### config.mk
export PLATFORM = sky130hd
export DESIGN_NAME = smbt_chain_target
export DESIGN_NICKNAME = d
export VERILOG_FILES = /design/src/rtl/smbt_pkg.sv /design/src/rtl/smbt_sync.sv /design/src/rtl/smbt_engine.sv /design/src/rtl/smbt_regs.sv /design/src/rtl/smbt_chain_target.sv
export SDC_FILE = /design/constraint.sdc
export NUM_CORES = 1
export LEC_CHECK = 0
export BUFFER_PORTS_ARGS = -buffer_cell sky130_fd_sc_hd__buf_2
export CAP_MARGIN = 5
export CORE_UTILIZATION = 58
export CTS_CLUSTER_SIZE = 8
export DETAILED_ROUTE_END_ITERATION = 12
export GPL_TIMING_DRIVEN = 1
export PLACE_DENSITY = 0.88
export SLEW_MARGIN = 20
export SYNTH_ARGS = -nofsm -noshare
export SYNTH_HDL_FRONTEND = slang
export SYNTH_SLANG_ARGS = --single-unit
### constraint.sdc
create_clock -name clk -period 2.41 [get_ports clk]
set_input_delay 0.241 -clock clk [delete_from_list [all_inputs] [get_ports clk]]
set_output_delay 0.241 -clock clk [all_outputs]
set_load 0.1 [all_outputs]
### src/rtl/smbt_pkg.sv
package smbt_pkg;

  typedef enum logic [3:0] {
    ST_IDLE,
    ST_ADDR,
    ST_ADDR_ACK,
    ST_INDEX,
    ST_INDEX_ACK,
    ST_WDATA,
    ST_WDATA_ACK,
    ST_RDATA,
    ST_HOLD
  } smbt_state_e;

  localparam logic [7:0] SMBT_VERSION = 8'h13;

  // Writable locations: 0 and 2..8
  function automatic logic smbt_is_rw(input int unsigned idx);
    return (idx == 0) || (idx >= 2 && idx <= 8);
  endfunction

  function automatic logic [7:0] smbt_reset_value(input int unsigned idx,
                                                  input logic [6:0] addr);
    case (idx)
      0:       return {addr, 1'b0};
      3:       return 8'hC0;
      4:       return 8'h90;
      5:       return 8'h02;
      default: return 8'h00;
    endcase
  endfunction

endpackage

### src/rtl/smbt_sync.sv
module smbt_sync #(
  parameter int STAGES = 2
) (
  input  logic clk,
  input  logic rst_ni,
  input  logic scl_i,
  input  logic sda_i,
  output logic scl_o,
  output logic sda_o,
  output logic scl_rise_o,
  output logic scl_fall_o,
  output logic start_o,
  output logic stop_o
);
  logic [STAGES-1:0] scl_pipe, sda_pipe;
  logic scl_prev, sda_prev;

  always_ff @(posedge clk or negedge rst_ni) begin
    if (!rst_ni) begin
      scl_pipe <= '1;
      sda_pipe <= '1;
      scl_prev <= 1'b1;
      sda_prev <= 1'b1;
    end else begin
      scl_pipe <= {scl_pipe[STAGES-2:0], scl_i};
      sda_pipe <= {sda_pipe[STAGES-2:0], sda_i};
      scl_prev <= scl_pipe[STAGES-1];
      sda_prev <= sda_pipe[STAGES-1];
    end
  end

  assign scl_o      = scl_pipe[STAGES-1];
  assign sda_o      = sda_pipe[STAGES-1];
  assign scl_rise_o = scl_o & ~scl_prev;
  assign scl_fall_o = ~scl_o & scl_prev;
  assign start_o    = scl_o & scl_prev & sda_prev & ~sda_o;
  assign stop_o     = scl_o & scl_prev & ~sda_prev & sda_o;

endmodule

### src/rtl/smbt_engine.sv
module smbt_engine
  import smbt_pkg::*;
#(
  parameter int NUM_REGS = 12
) (
  input  logic       clk,
  input  logic       rst_ni,
  input  logic       scl,
  input  logic       sda,
  input  logic       scl_rise,
  input  logic       scl_fall,
  input  logic       start,
  input  logic       stop,
  input  logic [6:0] dev_addr,
  input  logic [7:0] rd_data,
  output logic [7:0] rd_idx,
  output logic       wr_en,
  output logic [7:0] wr_idx,
  output logic [7:0] wr_data,
  output logic       sda_lo
);
  localparam logic [7:0] IDX_LIMIT = 8'(NUM_REGS);

  smbt_state_e state;
  logic [7:0]  shift;
  logic [3:0]  cnt;
  logic        rw;
  logic [7:0]  idx_q;

  assign rd_idx = idx_q;

  always_ff @(posedge clk or negedge rst_ni) begin
    if (!rst_ni) begin
      state   <= ST_IDLE;
      shift   <= '0;
      cnt     <= '0;
      rw      <= 1'b0;
      idx_q   <= '0;
      sda_lo  <= 1'b0;
      wr_en   <= 1'b0;
      wr_idx  <= '0;
      wr_data <= '0;
    end else begin
      wr_en <= 1'b0;
      if (stop) begin
        state  <= ST_IDLE;
        sda_lo <= 1'b0;
      end else if (start) begin
        state  <= ST_ADDR;
        cnt    <= '0;
        sda_lo <= 1'b0;
      end else begin
        case (state)
          ST_ADDR, ST_INDEX, ST_WDATA: begin
            if (scl_rise && cnt != 4'd8) begin
              shift <= {shift[6:0], sda};
              cnt   <= cnt + 4'd1;
            end else if (scl_fall && cnt == 4'd8) begin
              if (state == ST_ADDR) begin
                if (shift[7:1] == dev_addr) begin
                  rw     <= shift[0];
                  sda_lo <= 1'b1;
                  state  <= ST_ADDR_ACK;
                end else begin
                  state <= ST_HOLD;
                end
              end else if (state == ST_INDEX) begin
                if (shift < IDX_LIMIT) begin
                  idx_q  <= shift;
                  sda_lo <= 1'b1;
                  state  <= ST_INDEX_ACK;
                end else begin
                  state <= ST_HOLD;
                end
              end else begin
                wr_en   <= 1'b1;
                wr_idx  <= idx_q;
                wr_data <= shift;
                sda_lo  <= 1'b1;
                state   <= ST_WDATA_ACK;
              end
            end
          end
          ST_ADDR_ACK: begin
            if (scl_fall) begin
              cnt <= '0;
              if (rw) begin
                shift  <= rd_data;
                sda_lo <= ~rd_data[7];
                state  <= ST_RDATA;
              end else begin
                sda_lo <= 1'b0;
                state  <= ST_INDEX;
              end
            end
          end
          ST_INDEX_ACK: begin
            if (scl_fall) begin
              sda_lo <= 1'b0;
              cnt    <= '0;
              state  <= ST_WDATA;
            end
          end
          ST_WDATA_ACK: begin
            if (scl_fall) begin
              sda_lo <= 1'b0;
              state  <= ST_HOLD;
            end
          end
          ST_RDATA: begin
            if (scl_fall) begin
              if (cnt == 4'd7) begin
                sda_lo <= 1'b0;
                state  <= ST_HOLD;
              end else begin
                cnt    <= cnt + 4'd1;
                shift  <= {shift[6:0], 1'b0};
                sda_lo <= ~shift[6];
              end
            end
          end
          default: ;
        endcase
      end
    end
  end

  AST_ACK_ON_MATCH: assert property (@(posedge clk) disable iff (!rst_ni)
    ($past(state) == ST_ADDR && state == ST_ADDR_ACK) |-> $past(shift[7:1] == dev_addr));
  AST_WRITE_IN_RANGE: assert property (@(posedge clk) disable iff (!rst_ni)
    wr_en |-> (wr_idx < IDX_LIMIT));
  AST_DRIVE_WHILE_LOW: assert property (@(posedge clk) disable iff (!rst_ni)
    $rose(sda_lo) |-> !scl);
  AST_STOP_RELEASES: assert property (@(posedge clk) disable iff (!rst_ni)
    stop |=> !sda_lo);

endmodule

### src/rtl/smbt_regs.sv
module smbt_regs
  import smbt_pkg::*;
#(
  parameter int         NUM_REGS = 12,
  parameter logic [6:0] DEF_ADDR = 7'h17,
  parameter int         CFG_REGS = 7
) (
  input  logic                  clk,
  input  logic                  rst_ni,
  input  logic                  wr_en,
  input  logic [7:0]            wr_idx,
  input  logic [7:0]            wr_data,
  input  logic [7:0]            rd_idx,
  input  logic                  los_i,
  input  logic                  tf_pos_i,
  input  logic                  tf_neg_i,
  input  logic [4:0]            tf_pos_cnt_i,
  input  logic [4:0]            tf_neg_cnt_i,
  output logic [7:0]            rd_data,
  output logic [6:0]            dev_addr,
  output logic                  chain_o,
  output logic [8*CFG_REGS-1:0] cfg_o
);
  localparam int IDX_W = $clog2(NUM_REGS);

  logic [7:0] regs_q [NUM_REGS];

  for (genvar i = 0; i < NUM_REGS; i++) begin : g_reg
    if (smbt_is_rw(i)) begin : g_rw
      always_ff @(posedge clk or negedge rst_ni) begin
        if (!rst_ni)
          regs_q[i] <= smbt_reset_value(i, DEF_ADDR);
        else if (wr_en && wr_idx == 8'(i))
          regs_q[i] <= (i == 0) ? {wr_data[7:1], 1'b0} : wr_data;
      end
    end else begin : g_ro
      assign regs_q[i] = 8'h00;
    end
  end

  for (genvar k = 0; k < CFG_REGS; k++) begin : g_cfg
    assign cfg_o[8*k +: 8] = regs_q[k+2];
  end

  assign dev_addr = regs_q[0][7:1];

  always_ff @(posedge clk or negedge rst_ni) begin
    if (!rst_ni)
      chain_o <= 1'b0;
    else if (wr_en && wr_idx == 8'd0)
      chain_o <= 1'b1;
  end

  always_comb begin
    case (rd_idx)
      8'h01:   rd_data = {5'b0, tf_neg_i, tf_pos_i, los_i};
      8'h09:   rd_data = SMBT_VERSION;
      8'h0A:   rd_data = {3'b0, tf_pos_cnt_i};
      8'h0B:   rd_data = {3'b0, tf_neg_cnt_i};
      default: rd_data = (rd_idx < 8'(NUM_REGS)) ? regs_q[rd_idx[IDX_W-1:0]] : 8'h00;
    endcase
  end

  AST_CHAIN_STICKY: assert property (@(posedge clk) disable iff (!rst_ni)
    chain_o |=> chain_o);
  AST_CHAIN_ON_WRITE: assert property (@(posedge clk) disable iff (!rst_ni)
    (wr_en && wr_idx == 8'd0) |=> chain_o);
  AST_ADDR_FOLLOWS: assert property (@(posedge clk) disable iff (!rst_ni)
    (wr_en && wr_idx == 8'd0) |=> dev_addr == $past(wr_data[7:1]));

endmodule

### src/rtl/smbt_chain_target.sv
module smbt_chain_target #(
  parameter logic [6:0] DEF_ADDR    = 7'h17,
  parameter int         NUM_REGS    = 12,
  parameter int         SYNC_STAGES = 2
) (
  input  logic        clk,
  input  logic        rst_ni,
  input  logic        scl_i,
  input  logic        sda_i,
  output logic        sda_lo_o,
  output logic        chain_rst_o,
  input  logic        los_i,
  input  logic        tf_pos_i,
  input  logic        tf_neg_i,
  input  logic [4:0]  tf_pos_cnt_i,
  input  logic [4:0]  tf_neg_cnt_i,
  output logic [55:0] cfg_o
);
  localparam int CFG_REGS = 7;

  logic scl_s, sda_s, scl_rise, scl_fall, start, stop;
  logic [6:0] dev_addr;
  logic [7:0] rd_data, rd_idx, wr_idx, wr_data;
  logic       wr_en;

  smbt_sync #(.STAGES(SYNC_STAGES)) u_sync (
    .clk(clk), .rst_ni(rst_ni), .scl_i(scl_i), .sda_i(sda_i),
    .scl_o(scl_s), .sda_o(sda_s), .scl_rise_o(scl_rise), .scl_fall_o(scl_fall),
    .start_o(start), .stop_o(stop)
  );

  smbt_engine #(.NUM_REGS(NUM_REGS)) u_engine (
    .clk(clk), .rst_ni(rst_ni), .scl(scl_s), .sda(sda_s),
    .scl_rise(scl_rise), .scl_fall(scl_fall), .start(start), .stop(stop),
    .dev_addr(dev_addr), .rd_data(rd_data), .rd_idx(rd_idx),
    .wr_en(wr_en), .wr_idx(wr_idx), .wr_data(wr_data), .sda_lo(sda_lo_o)
  );

  smbt_regs #(.NUM_REGS(NUM_REGS), .DEF_ADDR(DEF_ADDR), .CFG_REGS(CFG_REGS)) u_regs (
    .clk(clk), .rst_ni(rst_ni), .wr_en(wr_en), .wr_idx(wr_idx), .wr_data(wr_data),
    .rd_idx(rd_idx), .los_i(los_i), .tf_pos_i(tf_pos_i), .tf_neg_i(tf_neg_i),
    .tf_pos_cnt_i(tf_pos_cnt_i), .tf_neg_cnt_i(tf_neg_cnt_i),
    .rd_data(rd_data), .dev_addr(dev_addr), .chain_o(chain_rst_o), .cfg_o(cfg_o)
  );

endmodule

==> qor.csv <==
metric;value;unit
routed length on met3;1.46;mm
Layout Area Growth over Synthesis;22.0;%
Yosys top cell by area;dfrtp_1;
Crit Path Class;reg2reg;
top cell type's share of synthesized area;44.2;%
Crit-path slowest cell;dfrtp_1;
fmax;457;MHz
row cnt;35;
period utilization;90.8;%
Final Max Tran Viols;0;
ANT nets after route;0;
CTS Buffer Depth;2;
Core Region;9240;µm²
crit-path max FO;10;
Setup TNS;0;ns
power per cell area;870;nW/µm²
share of layout cells above drive strength 1;45.7;%
run status;complete, no violations;
GR Util All Layers;33.2;%
chip height;99.8;µm
# Post-CTS Setup Buffers;0;
initial antenna violation count;0;
initial core utilization;60.1;%
clock sink count;113;
commonest non-fill, non-tap cell in the layout;dfrtp_1;
H-Tree Depth;4;
Required @ worst endpoint;2.81;ns
startpoint types;flip-flop;
EDFF count, synth;0;
placed cell count;634;
Post-Syn Nets;454;
fin crit period;2.19;ns
Root Buffer;clkbuf_8;
syn avg cell area;12.8;µm²
I/O pin cnt;75;
Max Used Layer;met4;
dpl hpwl;9.39;mm
Filler cells;527;
WL met2;7.50;mm
Async SR Flop Fraction;100;%
leak pwr;3.25;nW
number of CTS-inserted buffers;17;
synth top area cells;dfrtp_1, mux2_2, dfstp_2, mux4_2, mux2i_1;
final net count;546;
cts hold-fix bufs;3;
cell breakdown of the critical path;nor2b_1 > nand4_1 > nor3_1 > nand3_1 > mux2_2;
Storage cell area;2850;µm²
max_cap viols;0;
most frequent cells in the layout;dfrtp_1, mux2_2, buf_2, nand2_1, nor2_1;
area taken by multi-input logic gates;2540;µm²
synth warn;0;
final std cells w/o fill;669;
First DRT Iteration DRCs;423;
Resized Gates After CTS;0;
Final Hold Fails;0;
CTS tree;yes;
post-synthesis sequential area ratio;51.3;%
wl on met1;5.78;mm
routed wire length;15.5;mm
Synth Instances;435;
Unique masters post-synth;69;
WL/cell;23.2;µm
PortBufs;74;
Synth Cell Area;5550;µm²
Min Hold Slack;0.266;ns
pin count of the biggest net entering global routing;42;
GP Congestion;0.905;
Worst-Margin Slew;0.699;ns
skew final;0.0120;ns
Hold Crit Class;in2async;
clock-pin transition on the worst setup and hold timing paths;0.05;ns
vias in the first global route;4357;
grt total ovfl;0;
Slew headroom;53.4;%
max incr delay on CP;0.60;ns
die width;99.8;µm
ant diodes;0;
RSZ-0062 raised after global routing;no;
arrival time worst endpoint;2.59;ns
first-pass GRT wire length;24.4;mm
Clock Latency Late Sink;0.52;ns
VDD IR max;0.787;mV
DR DRC count;0;
crit path capture type;flip-flop;
Synth Flop Type;dfrtp_1;
reg2reg path depth;5;
final-report setup violation count;0;
die area;9970;µm²
vias;4345;
TritonRoute pass-1 iters;5;
#FFs+latches synth;113;
via density per instance;6.49;
logic make-up (layout without fill, tap and decap cells):
| logic type | Yosys count | count (layout) | synth area share (%) |
|---|---|---|---|
| compound gates | 71 | 71 | 8.86 |
| xor+xnor | 9 | 9 | 1.42 |
| fa+ha+maj | 2 | 2 | 0.451 |
| buf+inv | 29 | 134 | 2.89 |
| flops | 113 | 113 | 51.3 |
| mux | 107 | 107 | 23.1 |
| simple gates | 104 | 104 | 12.0 |
synthesized netlist by cell type, types with 2 or more instances:
master / number
buf_2: 8
nor3b_4: 2
buf_6: 4
nand2_2: 2
mux2_2: 87
o21ai_0: 12
nand2b_1: 5
nor2_1: 22
and2b_1: 3
a22oi_1: 7
a21oi_1: 13
mux4_2: 8
nor2b_1: 3
a31oi_1: 6
nand3_1: 5
xor2_1: 2
nor4_1: 3
o32ai_1: 2
nor3_4: 3
dfstp_2: 15
a211oi_1: 2
buf_4: 3
a221oi_1: 2
a32oi_1: 3
dfrtp_1: 98
clkbuf_1: 4
o211ai_1: 3
o311ai_0: 3
ha_1: 2
o31ai_1: 3
nand4b_1: 2
and2_1: 2
mux2i_1: 11
nor3_1: 6
nand4_1: 3
inv_1: 9
nand3b_1: 4
xnor2_1: 7
nand2_1: 26
report_power, final:
part           internal, mW  total, mW  leakage, nW  switching, mW
clock network          1.84       2.73        0.313          0.894
registers              2.03       2.27         1.49          0.240
logic                 0.371      0.885         1.45          0.514
total                  4.24       5.89         3.25           1.65
critical path, delay by kind of cell (launching register included):
kind          cells  cell delay [ns]
mux               1             0.29
simple gates      4             1.18
flops             1             0.60
registers in the layout (all words and copies together) (netlist names), 2 cells and up:
register / cells
u_engine.wr_data: 8
u_engine.rd_idx: 8
u_sync.scl_pipe: 2
u_engine.shift: 8
u_engine.cnt: 4
u_regs.dev_addr: 7
u_sync.sda_pipe: 2
u_engine.wr_idx: 8
u_engine.state: 4
u_regs.cfg_o: 56
final timing paths:
| path | startpoint | endpoint | slack, ns |
|---|---|---|---|
| worst max-delay path | u_engine.state[0] | u_engine.rw | 0.22 |
| worst min-delay path | rst_ni | u_regs.chain_o | 0.27 |
| worst max register to register | u_engine.state[0] | u_engine.rw | 0.22 |
| worst min register to register | u_sync.scl_pipe[0] | u_sync.scl_pipe[1] | 0.35 |
| max in group asynchronous | rst_ni | u_regs.cfg_o[4] | 1.33 |
| min in group clk | tf_neg_cnt_i[3] | u_engine.shift[3] | 0.29 |
layout make-up:
type | count | area share (%)
clock inverter | 10 | 2.70
multi-input combinational | 293 | 37.6
timing repair buffer | 93 | 8.10
tap | 129 | 2.38
inverter | 9 | 0.499
clock buffer | 22 | 6.69
sequential | 113 | 42.1
stage by stage:
step | area, µm² | power, mW | util [%] | setup slack [ns]
after floorplan | 5550 | 2.91 | - | 0.301
after global placement | 6100 | 3.10 | 66.1 | 0.395
after detailed placement | 6100 | 3.14 | 66.1 | 0.325
after CTS | 6770 | 5.87 | 73.3 | 0.267
after global routing | 6770 | 6.07 | 73.3 | 0.134
final | 6770 | 5.89 | 73.3 | 0.222
metal layers:
| metal | track usage (%) | vias up |
|---|---|---|
| li1 | - | 1806 |
| met1 | 40.3 | 2147 |
| met2 | 53.3 | 309 |
| met3 | 11.5 | 83 |
| met4 | 16.3 | 0 |
| met5 | 0 | - |
No activity file was read; power rests on OpenSTA's default activity.
